==> config.mk <==
export PLATFORM = sky130hd
export DESIGN_NAME = audio_clkgen
export DESIGN_NICKNAME = d
export VERILOG_FILES = /design/src/rtl/audio_clkgen_pkg.sv /design/src/rtl/audio_clk_prediv.sv /design/src/rtl/audio_frame_cnt.sv /design/src/rtl/audio_slave_edge.sv /design/src/rtl/audio_clkgen.sv
export SDC_FILE = /design/constraint.sdc
export NUM_CORES = 1
export LEC_CHECK = 0
export BUFFER_PORTS_ARGS = -buffer_cell sky130_fd_sc_hd__buf_2
export CAP_MARGIN = 0
export CORE_MARGIN = 4
export CORE_UTILIZATION = 59
export DETAILED_ROUTE_END_ITERATION = 10
export PLACE_DENSITY = 0.91
export SLEW_MARGIN = 25
export SYNTH_ARGS = -nofsm -noshare
export SYNTH_HDL_FRONTEND = slang
export SYNTH_SLANG_ARGS = --single-unit
==> constraint.sdc <==
create_clock -name clk_i -period 7.6 [get_ports clk_i]
set_clock_uncertainty 0.2 [all_clocks]
set_input_delay 1.14 -clock clk_i [delete_from_list [all_inputs] [get_ports clk_i]]
set_output_delay 1.14 -clock clk_i [all_outputs]
set_load 0.02 [all_outputs]
==> src/rtl/audio_clkgen_pkg.sv <==
package audio_clkgen_pkg;

  localparam int unsigned FRAME_LOG2_MAX = 8;  // longest frame, in base ticks
  localparam int unsigned BITS_LOG2      = 6;  // bit periods per frame

  typedef enum logic [1:0] {
    SPD_SINGLE = 2'b00,
    SPD_DOUBLE = 2'b01,
    SPD_QUAD   = 2'b10,
    SPD_RSVD   = 2'b11
  } speed_e;

  typedef struct packed {
    logic   master;
    logic   half_rate;
    speed_e speed;
  } clk_cfg_t;

endpackage

==> src/rtl/audio_clk_prediv.sv <==
module audio_clk_prediv (
  input  logic clk_i,
  input  logic rst_ni,
  input  logic clr_i,
  input  logic en_i,
  output logic phase_o
);
  always_ff @(posedge clk_i or negedge rst_ni) begin
    if (!rst_ni)     phase_o <= 1'b0;
    else if (clr_i)  phase_o <= 1'b0;
    else if (en_i)   phase_o <= ~phase_o;
    else             phase_o <= 1'b0;
  end
endmodule

==> src/rtl/audio_frame_cnt.sv <==
module audio_frame_cnt #(
  parameter int unsigned CNT_W = 8,
  parameter int unsigned PW    = $clog2(CNT_W + 1)
) (
  input  logic             clk_i,
  input  logic             rst_ni,
  input  logic             clr_i,
  input  logic             adv_i,
  input  logic [PW-1:0]    len_log2_i,
  output logic [CNT_W-1:0] cnt_o
);
  logic [CNT_W-1:0] wrap_mask;
  assign wrap_mask = (CNT_W'(1) << len_log2_i) - CNT_W'(1);

  always_ff @(posedge clk_i or negedge rst_ni) begin
    if (!rst_ni)     cnt_o <= '0;
    else if (clr_i)  cnt_o <= '0;
    else if (adv_i)  cnt_o <= (cnt_o + CNT_W'(1)) & wrap_mask;
  end
endmodule

==> src/rtl/audio_slave_edge.sv <==
module audio_slave_edge (
  input  logic clk_i,
  input  logic rst_ni,
  input  logic lrck_i,
  input  logic sclk_i,
  output logic lrck_edge_o,
  output logic sclk_fall_o
);
  logic lrck_q, sclk_q;

  always_ff @(posedge clk_i or negedge rst_ni) begin
    if (!rst_ni) begin
      lrck_q <= 1'b0;
      sclk_q <= 1'b0;
    end else begin
      lrck_q <= lrck_i;
      sclk_q <= sclk_i;
    end
  end

  assign lrck_edge_o = lrck_i ^ lrck_q;
  assign sclk_fall_o = sclk_q & ~sclk_i;
endmodule

==> src/rtl/audio_clkgen.sv <==
module audio_clkgen
  import audio_clkgen_pkg::*;
#(
  parameter int unsigned CNT_W    = FRAME_LOG2_MAX,
  parameter int unsigned BIT_LOG2 = BITS_LOG2
) (
  input  logic       clk_i,
  input  logic       rst_ni,
  input  logic       master_i,
  input  logic       half_rate_i,
  input  logic [1:0] speed_i,
  input  logic       lrck_i,
  input  logic       sclk_i,
  output logic       lrck_o,
  output logic       sclk_o,
  output logic       clk_oe_o,
  output logic       lrck_edge_o,
  output logic       sclk_fall_o,
  output logic       config_err_o
);
  localparam int unsigned PW = $clog2(CNT_W + 1);

  clk_cfg_t cfg, cfg_q;
  logic     started_q;
  logic     restart, cfg_err, hold;

  assign cfg.master    = master_i;
  assign cfg.half_rate = master_i & half_rate_i;  // divider bypassed as receiver
  assign cfg.speed     = speed_e'(speed_i);

  always_ff @(posedge clk_i or negedge rst_ni) begin
    if (!rst_ni) begin
      cfg_q     <= '0;
      started_q <= 1'b0;
    end else begin
      cfg_q     <= cfg;
      started_q <= 1'b1;
    end
  end

  assign restart = !started_q || (cfg != cfg_q);
  assign cfg_err = (cfg.speed == SPD_RSVD);
  assign hold    = restart | cfg_err | !master_i;

  // base tick prescaler
  logic phase;
  audio_clk_prediv u_prediv (
    .clk_i   (clk_i),
    .rst_ni  (rst_ni),
    .clr_i   (hold),
    .en_i    (cfg.half_rate),
    .phase_o (phase)
  );

  logic tick_first, tick_last;
  assign tick_first = !cfg.half_rate | !phase;
  assign tick_last  = !cfg.half_rate |  phase;

  logic [PW-1:0] len_log2, bit_log2;
  assign len_log2 = PW'(CNT_W) - PW'(speed_i);
  assign bit_log2 = len_log2 - PW'(BIT_LOG2);

  logic [CNT_W-1:0] cnt;
  audio_frame_cnt #(.CNT_W(CNT_W), .PW(PW)) u_cnt (
    .clk_i      (clk_i),
    .rst_ni     (rst_ni),
    .clr_i      (hold),
    .adv_i      (tick_last),
    .len_log2_i (len_log2),
    .cnt_o      (cnt)
  );

  logic [CNT_W-1:0] half_bit, half_mask, bit_mask, bit_half;
  assign half_bit  = CNT_W'(1) << (len_log2 - PW'(1));
  assign half_mask = half_bit - CNT_W'(1);
  assign bit_mask  = (CNT_W'(1) << bit_log2) - CNT_W'(1);
  assign bit_half  = CNT_W'(1) << (bit_log2 - PW'(1));

  logic lrck_m, sclk_m, edge_m, fall_m;
  assign lrck_m = |(cnt & half_bit);
  assign sclk_m = (bit_log2 == '0) ? (cfg.half_rate ? phase : 1'b1)
                                   : |(cnt & bit_half);
  assign edge_m = tick_first && ((cnt & half_mask) == '0);
  assign fall_m = tick_first && ((cnt & bit_mask) == '0);

  logic rx_edge, rx_fall;
  audio_slave_edge u_rx (
    .clk_i       (clk_i),
    .rst_ni      (rst_ni),
    .lrck_i      (lrck_i),
    .sclk_i      (sclk_i),
    .lrck_edge_o (rx_edge),
    .sclk_fall_o (rx_fall)
  );

  assign lrck_o       = master_i ? (!hold & lrck_m) : lrck_i;
  assign sclk_o       = master_i ? (!hold & sclk_m) : sclk_i;
  assign lrck_edge_o  = master_i ? (!hold & edge_m) : rx_edge;
  assign sclk_fall_o  = master_i ? (!hold & fall_m) : rx_fall;
  assign clk_oe_o     = master_i;
  assign config_err_o = cfg_err;
endmodule

# Yosys cells after proc, flatten, opt, wreduce, memory -nomap -nowiden
# Index checks and enable logic that the tools add are counted.
dict set report word_totals {
  register_bits 16
  inputBits 8
  wordCells 64
}
dict set report classes {
  addsub 8
  n_eq_ne 2
  shift 4
  n_mux 10
  bitwise_logic 18
  reduce_logical 14
}
# operator count
set op_table {}
lappend op_table {{8-bit bitwise AND} 5}
lappend op_table {{1-bit by 4-bit left shift with 8-bit output (first input constant)} 4}
lappend op_table {{8-bit zero test} 2}
lappend op_table {{8-bit 2-to-1 mux} 2}
lappend op_table {{8-bit OR reduction} 2}
lappend op_table {{8-bit by 2-bit subtractor with 8-bit output (second input constant)} 2}
lappend op_table {{8-bit by 1-bit adder with 8-bit output (second input constant)} 1}
lappend op_table {{1-bit 2-to-1 mux} 8}
lappend op_table {{4-bit by 1-bit subtractor with 4-bit output (second input constant)} 2}
lappend op_table {{8-bit by 1-bit subtractor with 8-bit output (second input constant)} 1}
lappend op_table {{1-bit bitwise AND} 6}
lappend op_table {{1-bit zero test} 5}
lappend op_table {{4-bit zero test} 1}
lappend op_table {{4-bit inequality test} 1}
lappend op_table {{1-bit OR} 4}
lappend op_table {{4-bit by 2-bit subtractor with 4-bit output (first input constant)} 1}
lappend op_table {{4-bit by 3-bit subtractor with 4-bit output (second input constant)} 1}
lappend op_table {{2-bit equality test (second input constant)} 1}
lappend op_table {{1-bit logical AND} 2}
lappend op_table {{1-bit NOT} 2}
lappend op_table {{2-bit nonzero test} 1}
lappend op_table {{1-bit logical OR} 1}
lappend op_table {{1-bit XOR} 1}

# Longest topological paths before layout
# Gate-level depths: netlist (run 1).
dict set report depth {
  word_depth 9
  ltp_mapped 9
}

# Hierarchy
# A second synthesis (run 1) with hierarchy kept.
dict set report unflattened {
  hier_cells 146
  area_unflattened_um2 1308.8
}
# mod n_inst cells_per_inst area_each_um2
set modules_own_cells {}
lappend modules_own_cells {audio_clkgen 1 75 654.4}
lappend modules_own_cells {audio_frame_cnt 1 65 551.8}
lappend modules_own_cells {audio_slave_edge 1 4 65.1}
lappend modules_own_cells {audio_clk_prediv 1 2 37.5}

# Worst setup path before layout (run 1)
# OpenSTA, ideal clock, no wires.
dict set report synth_timing {
  path_type {in2out}
  startpoint {in speed_i[0]}
  endpoint {out lrck_edge_o}
  arrival_time_ps 2960
  setup_slack_ps 3300
  stages 9
  path_buffers 0
  path_cell_list {inv_1 > ha_1 > inv_1 > ha_1 > nand2b_1 > ha_1 > xnor2_1 > a2111oi_0 > a31o_2}
}
dict set report synth_via {
  elab_chain_cells 9
  elab_cells_between_ends 15
  classes_between {3 x add/sub; 2 x eq/ne; 1 x shift; 1 x mux; 4 x bitwise; 4 x reduce/logical}
}
# item line
set synth_lines {}
lappend synth_lines {{start: declaration} audio_clkgen.sv:11} ;# input logic [1:0] speed_i,
lappend synth_lines {{4-bit by 2-bit subtractor with 4-bit output} audio_clkgen.sv:60} ;# assign len_log2 = PW'(CNT_W) - PW'(speed_i);
lappend synth_lines {{4-bit by 1-bit subtractor with 4-bit output} audio_clkgen.sv:74} ;# assign half_bit = CNT_W'(1) << (len_log2 - PW'(1));
lappend synth_lines {{1-bit by 4-bit left shift with 8-bit output} audio_clkgen.sv:74}
lappend synth_lines {{8-bit by 1-bit subtractor with 8-bit output} audio_clkgen.sv:75} ;# assign half_mask = half_bit - CNT_W'(1);
lappend synth_lines {{8-bit bitwise AND} audio_clkgen.sv:83} ;# assign edge_m = tick_first && ((cnt & half_mask) == '0);
lappend synth_lines {{8-bit zero test} audio_clkgen.sv:83}
lappend synth_lines {{1-bit logical AND} audio_clkgen.sv:83}
lappend synth_lines {{1-bit bitwise AND *} audio_clkgen.sv:98} ;# assign lrck_edge_o = master_i ? (!hold & edge_m) : rx_edge;
lappend synth_lines {{1-bit 2-to-1 mux *} audio_clkgen.sv:98}
lappend synth_lines {{end: declaration} audio_clkgen.sv:17} ;# output logic lrck_edge_o,
# Mark *: on every way between the ends. The rest lies on a longest branch, timed or not.

# Final worst setup path (run 1)
# Ends and elaborated chain as after synthesis.

==> results, run 1 <==
- The number of inserted filler cells in the final layout is ~160.
- The top-level I/O count is 14.
- Based on the critical path, the design can be clocked at up to between 200 and 250 MHz.
- The library cell appearing most often on the critical path is sky130_fd_sc_hd__ha_1.
- Dividing the detail-routed wire length by the instance count gives 15.9 microns.
- For the finished layout, the period the worst path requires is 4750 ps.
- The final-layout setup total negative slack is 0 ps.
- The insertion delay of the later-clocked pin in the worst-skew pair is about 290 ps.
- The largest individual stage delay along the critical path comes from the cell sky130_fd_sc_hd__a2111oi_0.
- Ranked by instance count, the synthesized netlist is headed by 16 x sky130_fd_sc_hd__dfrtp_1, 12 x sky130_fd_sc_hd__ha_1, 10 x sky130_fd_sc_hd__nand2_1.
- In the final layout, the multi-input gates occupy approximately 730 sq um.
- The data arrival time of the critical path is 3410 ps.
- In this run the vertical extent of the chip is 53.2 microns.
- The portion of synthesized area spent on multiplexers is 0.0166.
- Clock-pin slew was measured on the worst setup and hold paths at around 90 ps.
- The area fraction in compound gates after synthesis is 0.210.
- The via count of the first global-routing pass came to 1064.
- The max-slew violation count is 0.
- The row count is 16.
- The sort of element at the end of the critical path is a primary output.
- The number of post-CTS setup repair buffers is 0.
- Setup violations remaining at the end of the flow were counted as 0.
- The remaining antenna violation count is 0.
- The number of clock sinks seen by CTS is 16.
- The sequential share of the synthesized area is 0.332.
- At the end of the flow the core is filled with cells to 0.670.
- Of the total synthesized cell area, the portion taken by full adders, half adders and majority gates is 0.125.
- The number of flops mapped to enable cells by yosys is 0.
- The most common cell in the synthesized netlist is sky130_fd_sc_hd__dfrtp_1.
- The post-synth design cell area is between 1000 and 1500 sq um.
- The post-route DRC violation count is 0.
- In this run the number of H-tree levels came out at 1.
- The via total after detailed routing is 1050.
- In the final layout, flip-flops and latches occupy 400 sq um.
- The area of the die is between 2000 and 3000 sq um.
- Counting the buffers created by CTS gives 3.
- The antenna diode count is 0.
- The net count of the finished layout is about 170.
- The die is around 53 microns wide.
- The dominant combinational cell family by area after synthesis is compound AO/OA/AOI/OAI gates.
- The count of distinct cell types in the synthesized netlist is just over 40.
- The proportion of total power due to net switching is 0.267.
- The final non-filler cell total is roughly 170.
- Across all hold checks on the routed design, the worst slack comes to a little over 400 ps.
- The peak supply drop is ~100 uV.
- The number of buffer and inverter instances along the worst setup path is 3.
- Ranked by total cell area, the synthesized netlist is headed by sky130_fd_sc_hd__dfrtp_1 33%, sky130_fd_sc_hd__ha_1 12%, sky130_fd_sc_hd__xnor2_1 5.1%.
- The clock tree root buffer cell is sky130_fd_sc_hd__clkbuf_4.
- The primary flip-flop cell chosen by synthesis mapping is sky130_fd_sc_hd__dfrtp_1.
- The internal portion of the total power is 128 uW.
- The HPWL reported at the end of detailed placement is roughly 2100 microns.
- The post-synthesis share of cell area spent on and, or, nand and nor gates is 0.202.
- The maximum number of pins on one net before global-route repair is 17.
- Synthesis produced a netlist with a net count of between 150 and 200.
- The post-detailed-route via-to-cell ratio is roughly 6.1.
- The first-pass GRT wire length is approximately 4700 microns.
- The worst slew margin relative to its limit is 0.567.
- Averaged over all synthesized cells, the footprint is about 8.9 sq um.
- The number of placed instances, taps included, is roughly 170.
- The clock tree from TritonCTS is yes.
- The share of synthesized area in the top cell type comes to 0.332.
- The core area is 1940 sq um.
- The detailed router finished its first iteration with between 40 and 50 violations.
- The share of total power dissipated in sequential elements is 0.504.
- For this design the total switching power over the nets is approximately 47 uW.
- The total power consumption of the routed design is 175 uW.
- The transition at the pin with the smallest max-transition slack is ~630 ps.
- The global-route total usage across every layer is 0.229.
- The largest single stage delay on the critical path is a little under 400 ps.
- Routability-driven placement finished with a final weighted congestion of roughly 0.92.
- The initial utilization of the core area, before any placement, comes to 0.620.
- Of the total synthesized cell area, the portion taken by XOR and XNOR cells is 0.0509.
- The proportion of layout cells with a drive suffix above 1 is 0.131.
- Summed over all layers, the global routing overflow is 0.
- In this run the worst hold path is classified as reg -> reg.
- In this run the power density over the cells is roughly 130 nW/um^2.
- Setup repair after global routing left no endpoint under its margin.
- For the worst setup path, the data required time is between 6000 and 7000 ps.
- STA classifies the critical path startpoint as an input pin.
- Input and output buffers added on the ports amount to 13.
- The share of total power dissipated in the clock network is 0.322.
- The largest driver fanout on the critical path is 7.
- The number of synthesized register bits is 16.
- The kind of cell adding the most delay to the critical path is adder cells.
- sky130_fd_sc_hd__dfrtp_1 takes more of the synthesized area than any other cell.
- The classification of the worst setup path is in -> out.
- Before antenna repair, the detailed router went through 4 iterations.
- The combinational share of power is 0.174.
- Max-cap violations in this run came to 0.
- Relative to the synthesized area, the layout overhead comes to 8.00%.
- The routed design has about 2700 microns of wire.
- After technology mapping, the gate count stands at between 100 and 150.
- The final hold violation count is 0.
- The run finished with clean final reports.
- The number of antenna violations at the first check in global routing is 0.
- The number of cells upsized or downsized after cts is 0.
- The share of async-settable or async-resettable flops after synthesis is 1.00.
- Summed over all cells, the static leakage comes to 0.558 nW.
- The maximum root-to-sink buffer count is 2.
- The part of the cycle the worst path needs is 0.625.
- Buffers inserted to repair hold after CTS numbered 0.
- Walking the worst path, the cells encountered are buf_2 > inv_1 > ha_1 > ha_1 > nand2b_1 > ha_1 > xnor2_1 > a2111oi_0 > a31o_2 > buf_2.
- The yosys synthesis warning count is 0.
==> worst reg2reg max path, cell delays in order (launching register included) <==
cell and delay (ps):
sky130_fd_sc_hd__dfrtp_1 400, sky130_fd_sc_hd__and3b_1 380, sky130_fd_sc_hd__or4_1 570, sky130_fd_sc_hd__a21o_1 160
sky130_fd_sc_hd__a21oi_1 110
==> layout make-up <==
class	count	area share
Timing Repair Buffer	13	0.0500
Multi-Input combinational cell	103	0.562
Clock buffer	4	0.0279
Tap cell	27	0.0260
Inverter	9	0.0260
Sequential cell	16	0.308
==> sequential cells by signal (all words and copies together) (netlist names) <==
register	count
u_rx.lrck_q	1
cfg_q	4
u_rx.sclk_q	1
u_cnt.cnt_o	8
started_q	1
u_prediv.phase_o	1
==> per-stage QoR <==
step	worst slack [ps]	cell area (sq um)
2_1_floorplan	3300	1200
3_3_place_gp	3010	1260
3_5_place_dp	2860	1260
4_1_cts	2870	1300
5_1_grt	2620	1300
6_report	2850	1300
==> power by group through the flow <==
stage,Combinational (mW),Clock [mW],Sequential [mW]
after global placement,0.0290,0,0.0894
final,0.0304,0.0562,0.0879
after global routing,0.0336,0.0621,0.0881
after detailed placement,0.0301,0,0.0895
after CTS,0.0303,0.0575,0.0879
after floorplan,0.0199,0,0.0893
==> final timing paths <==
check                                           start  slack (ps)  cells past startpoint                          to
min in group asynchronous                      rst_ni         550                      1          cfg_q[2]$_DFF_PN0_
hold / removal             u_cnt.cnt_o[7]$_DFFE_PN0N_         410                      2  u_cnt.cnt_o[7]$_DFFE_PN0N_
setup reg to reg           u_prediv.phase_o$_DFF_PN0_        5680                      4  u_cnt.cnt_o[5]$_DFFE_PN0N_
hold reg to reg            u_cnt.cnt_o[7]$_DFFE_PN0N_         410                      2  u_cnt.cnt_o[7]$_DFFE_PN0N_
setup / recovery                           speed_i[0]        2850                     10                 lrck_edge_o
max in group asynchronous                      rst_ni        6380                      1  u_cnt.cnt_o[5]$_DFFE_PN0N_
==> per-layer routing <==
metal	global-route usage	wire, microns	vias to the layer above
met4	0.0979	32	0
met2	0.397	1410	36
li1	-	-	506
met5	0	0	-
met1	0.281	1170	503
met3	0.0338	111	5
==> cells in the final DEF (no fill, tap or decap), types with 3 or more instances in the layout <==
master                     netlist  layout
sky130_fd_sc_hd__dfrtp_1        16      16
sky130_fd_sc_hd__buf_2           1      13
sky130_fd_sc_hd__ha_1           12      12
sky130_fd_sc_hd__nand2_1        10      10
sky130_fd_sc_hd__inv_1           9       9
sky130_fd_sc_hd__a21oi_1         8       8
sky130_fd_sc_hd__xnor2_1         7       7
sky130_fd_sc_hd__o21ai_0         7       7
sky130_fd_sc_hd__nor2_1          6       6
sky130_fd_sc_hd__nor3_1          5       5
sky130_fd_sc_hd__nand3_1         5       5
sky130_fd_sc_hd__nand2b_1        3       3
sky130_fd_sc_hd__a22o_1          3       3
sky130_fd_sc_hd__o22ai_1         3       3
sky130_fd_sc_hd__clkbuf_4        0       3
==> cell families (layout without fill, tap and decap cells) <==
kind of cell / after synthesis / count (layout)
AO/OA/AOI/OAI: 36 / 36
flip-flops: 16 / 16
multiplexers: 2 / 2
buffers and inverters: 16 / 26
other: 1 / 1
XOR/XNOR: 7 / 7
adder cells (fa/ha/maj): 12 / 12
AND/OR/NAND/NOR: 45 / 45
Note: power is estimated with default switching activity, not from simulation.
==> run 2, diff against run 1 <==
Settings changed: ABC_AREA from default to 1, CORE_UTILIZATION 59 to 58, PLACE_DENSITY 0.91 to 0.9.
Clock period 7.6 ns to 4.7 ns, I/O delays scaled along.
==> results, run 2 <==
- The number of buffer and inverter instances along the worst setup path is 6 (+3).
- TritonCTS built the clock tree.
- The post-route standard cell area excluding fillers is 1490 sq um (+14%).
- Of all cell types, the one taking the most synthesized area is sky130_fd_sc_hd__dfrtp_1.
- The slowest cell on the critical path is sky130_fd_sc_hd__ha_1.
- The horizontal die dimension came to 56.4 microns (+6.1%).
- The maximum root-to-sink buffer count is 2 (unchanged).
- The kind of cell adding the most delay to the critical path is adder cells.
- The row count is 17 (+1).
- The largest stage delay on the critical path was 350 ps (-40 ps).
- The initial core utilization is 0.615 (-0.00567).
- The library cells used most frequently in the layout, excluding fill and tap cells, are 57 x sky130_fd_sc_hd__nand2_1, 27 x sky130_fd_sc_hd__inv_1, 16 x sky130_fd_sc_hd__nand3_1, 16 x sky130_fd_sc_hd__dfrtp_1, 13 x sky130_fd_sc_hd__buf_2.
- The switching power is 89.7 uW (+93%).
- The leading cell type in the layout, fill and taps excluded is sky130_fd_sc_hd__nand2_1.
- The height of the chip was 56.4 microns (+6.1%).
- The post-route DRC violation count is 0 (unchanged).
- The kind of start point of the critical path is an input pin.
- The leakage dissipation is 0.741 nW (+33%).
- The yosys synthesis warning count was 0 (unchanged).
- The proportion of total power due to net switching came to 0.303 (+0.0362).
- The number of setup violations in the final report is 0 (unchanged).
- The area of the die is 3180 sq um (+13%).
- The design internal power came to 206 uW (+61%).
- The number of nets produced by synthesis is 214 (+38%).
- The net total in the final layout came to 231 (+39%).
- The area of combinational cells with multiple inputs came to 828 sq um (+13%).
- The number of clock sinks seen by CTS came to 16 (unchanged).
- The combinational share of power was 0.196 (+0.022).
- The relative area change from synthesis to final layout is 9.48%.
- The via total after detailed routing is 1295 (+23%).
- The sequential share of the synthesized area is 0.294 (-0.0379).
- Setup repair after global routing left no endpoint under its margin.
- The remaining antenna violation count is 0 (unchanged).
- The largest driver fanout on the critical path is 7 (unchanged).
- Traced cell by cell, the critical path runs through buf_2 > inv_1 > ha_1 > inv_1 > ha_1 > inv_1 > nand2_1 > ha_1 > o21ai_0 > inv_1 > nand2_1 > nor2_1 > nand2_1 > o21ai_1 > buf_2.
- The insertion delay of the later-clocked pin in the worst-skew pair came to 300 ps (about the same).
- The violation count after the first detailed-route iteration is 53 (+20%).
- The HPWL reported at the end of detailed placement is 2460 microns (+18%).
- The quantity of hold-fixing buffers added after cts came to 0 (unchanged).
- The count of distinct cell types in the synthesized netlist is 27 (-34%).
- In the synthesized netlist the dominant register cell turns out to be sky130_fd_sc_hd__dfrtp_1.
- The run finished with clean final reports.
- The number of input and output port buffers inserted is 13 (unchanged).
- After synthesis, the most frequently instantiated cells are 57 x sky130_fd_sc_hd__nand2_1, 27 x sky130_fd_sc_hd__inv_1, 16 x sky130_fd_sc_hd__dfrtp_1, 16 x sky130_fd_sc_hd__nand3_1, 12 x sky130_fd_sc_hd__ha_1.
- The worst setup timing slack at the placement stage came to 1050 ps (-1810 ps).
- The area share of the largest cell type after synthesis is 0.294 (-0.0379).
- Counting flops per register, the top entry is u_cnt.cnt_o.
- The proportion of layout cells with a drive suffix above 1 was 0.195 (+0.0642).
- The top-level I/O count is 14 (unchanged).
- The number of antenna violations at the first check in global routing is 0 (unchanged).
- The number of synthesized register bits was 16 (unchanged).
- The final hold violation count is 0 (unchanged).
- The worst path in the final design needs a cycle of approximately 3700 ps, including I/O delays and setup.
- The max-slew violation count is 0 (unchanged).
- The number of flops mapped to enable cells by yosys is 0 (unchanged).
- The global-route total usage across every layer came to 0.203 (-0.0268).
- The path class of the lowest-slack min-delay path is in -> async.
- The core area is 2210 sq um (+14%).
- The number of buffers created by CTS is 3 (unchanged).
- The synthesized area divided by synthesized cell count is 7.01 sq um (-21%).
- CTS placed an instance of sky130_fd_sc_hd__clkbuf_4 at the clock tree root.
- The data required time at the worst endpoint was 3800 ps (-2460 ps).
- The data arrival time of the critical path is 2750 ps (-660 ps).
- The worst setup path is captured at a primary output.
- The via count of the first global-routing pass is 1173 (+10%).
- The classification of the worst setup path is in -> out.
- The maximum number of pins on one net before global-route repair was 17 (unchanged).
- The number of iterations in the first detailed-routing pass came to 6 (+2).
- The post-synth design cell area is 1360 sq um (+13%).
- The number of levels in the clock H-tree is 1 (unchanged).
- In the final layout, the registers with the most flip-flops are u_cnt.cnt_o x8, cfg_q x4.
- The clock transition at the register clock pins on the worst setup and hold paths after CTS is 100 ps (about the same).
- The number of max-capacitance violations reported came to 0 (unchanged).
- The total routed wirelength is 3080 microns (+13%).
- The number of cells upsized or downsized after cts is 0 (unchanged).
- The cell area after placement is 1450 sq um (+15%).
- Among the stages of the critical path, the cell type that occurs most often is sky130_fd_sc_hd__inv_1.
- The post-detailed-route via-to-cell ratio is 5.44 (-11%).
- The register-to-register path setup slack is 3140 ps (-2540 ps).
- In the finished design, the share of the clock period the worst path needs comes to 0.777.
- The portion of total power attributed to sequential cells is 0.480 (-0.024).
- The final setup slack of the worst path is 1050 ps (-1800 ps).
- The total overflow reported by the global router is 0 (unchanged).
- The share of async-settable or async-resettable flops after synthesis is 1.00 (unchanged).
- The final-layout setup total negative slack is 0 ps (unchanged).
- The area taken by flip-flops and latches came to 400 sq um (unchanged).
- The antenna diode count is 0 (unchanged).
- The end-of-flow core utilization is 0.673 (+0.00297).
- The clock share of power was 0.324 (+0.002).
- The number of flip-flops under the largest register name is 8 (unchanged).
- The number of inserted filler cells in the final layout came to 202 (+24%).
- The first-pass GRT wire length is 5120 microns (+9.4%).
- The peak supply drop came to 230 uV (+120%).
- The number of post-CTS setup repair buffers is 0 (unchanged).
- In the post-synthesis netlist, the biggest area contributors are sky130_fd_sc_hd__dfrtp_1 29%, sky130_fd_sc_hd__nand2_1 16%, sky130_fd_sc_hd__ha_1 11%.
- The placer's final routability congestion estimate is 0.971 (+5.4%).
- The final routed wire length divided by cell count is 12.9 microns (-19%).
- The most common cell in the netlist is sky130_fd_sc_hd__nand2_1.
- The fmax is about 270 MHz.
- The number of instances in the synthesized netlist is 194 (+44%).
- The cell area power density is 199 nW/um^2 (+48%).
run 2: path summary, 6_finish.rpt:
kind | start | end | depth (start not counted)
setup / recovery | speed_i[1] | lrck_edge_o | 15
hold reg to reg | u_cnt.cnt_o[7]$_DFFE_PN0N_ | u_cnt.cnt_o[7]$_DFFE_PN0N_ | 2
hold / removal | rst_ni | u_cnt.cnt_o[4]$_DFFE_PN0N_ | 1
max in group asynchronous | rst_ni | u_cnt.cnt_o[5]$_DFFE_PN0N_ | 1
min in group clk_i | sclk_i | u_rx.sclk_q$_DFF_PN0_ | 1
setup reg to reg | u_cnt.cnt_o[0]$_DFFE_PN0N_ | u_cnt.cnt_o[4]$_DFFE_PN0N_ | 8
run 2: per-stage QoR:
stage                     total power, mW  hold WS [ps]  cells
after detailed placement            0.202           333    234
after global routing                0.312           117    238
after global placement              0.201           319    234
final                               0.296           100    238
after CTS                           0.297           111    238
after floorplan                     0.185           209    194
run 2: final cells by class:
type,count,area share
clock buffers,4,0.0244
inverters,33,0.0832
repair buffers,13,0.0437
well taps,28,0.0235
multi-input cells,144,0.556
flip-flops and latches,16,0.269
run 2: power by group through the flow:
stage	clock network (mW)	logic, mW	registers [mW]
after floorplan	0	0.0400	0.145
after global placement	0	0.0561	0.145
after detailed placement	0	0.0576	0.145
after CTS	0.0974	0.0577	0.142
after global routing	0.105	0.0645	0.143
final	0.0959	0.0579	0.142
run 2: layer usage:
layer	wire (microns)	vias up	share of wire	track usage
li1	-	652	-	-
met1	1400	577	0.45	0.276
met2	1420	61	0.46	0.335
met3	224	5	0.073	0.0230
met4	33	0	0.011	0.0610
met5	0	-	0	0
run 2: logic make-up after synthesis:
kind of cell               synth area share
buffers and inverters                0.0966
AOI/OAI and AO/OA                     0.127
adders and majority gates             0.110
and+or+nand+nor                       0.350
xor gates and xnor gates             0.0193
DFF                                   0.294
other                               0.00276
run 2: worst register-to-register path, cell delays in order (launching register included):
cell                      delay, ps
sky130_fd_sc_hd__dfrtp_1        420
sky130_fd_sc_hd__ha_1           230
sky130_fd_sc_hd__nand2_1        110
sky130_fd_sc_hd__inv_1           80
sky130_fd_sc_hd__nand2_1         80
sky130_fd_sc_hd__nand2_1         50
sky130_fd_sc_hd__a21oi_1        170
sky130_fd_sc_hd__nand3_1         90
sky130_fd_sc_hd__o21ai_1         80
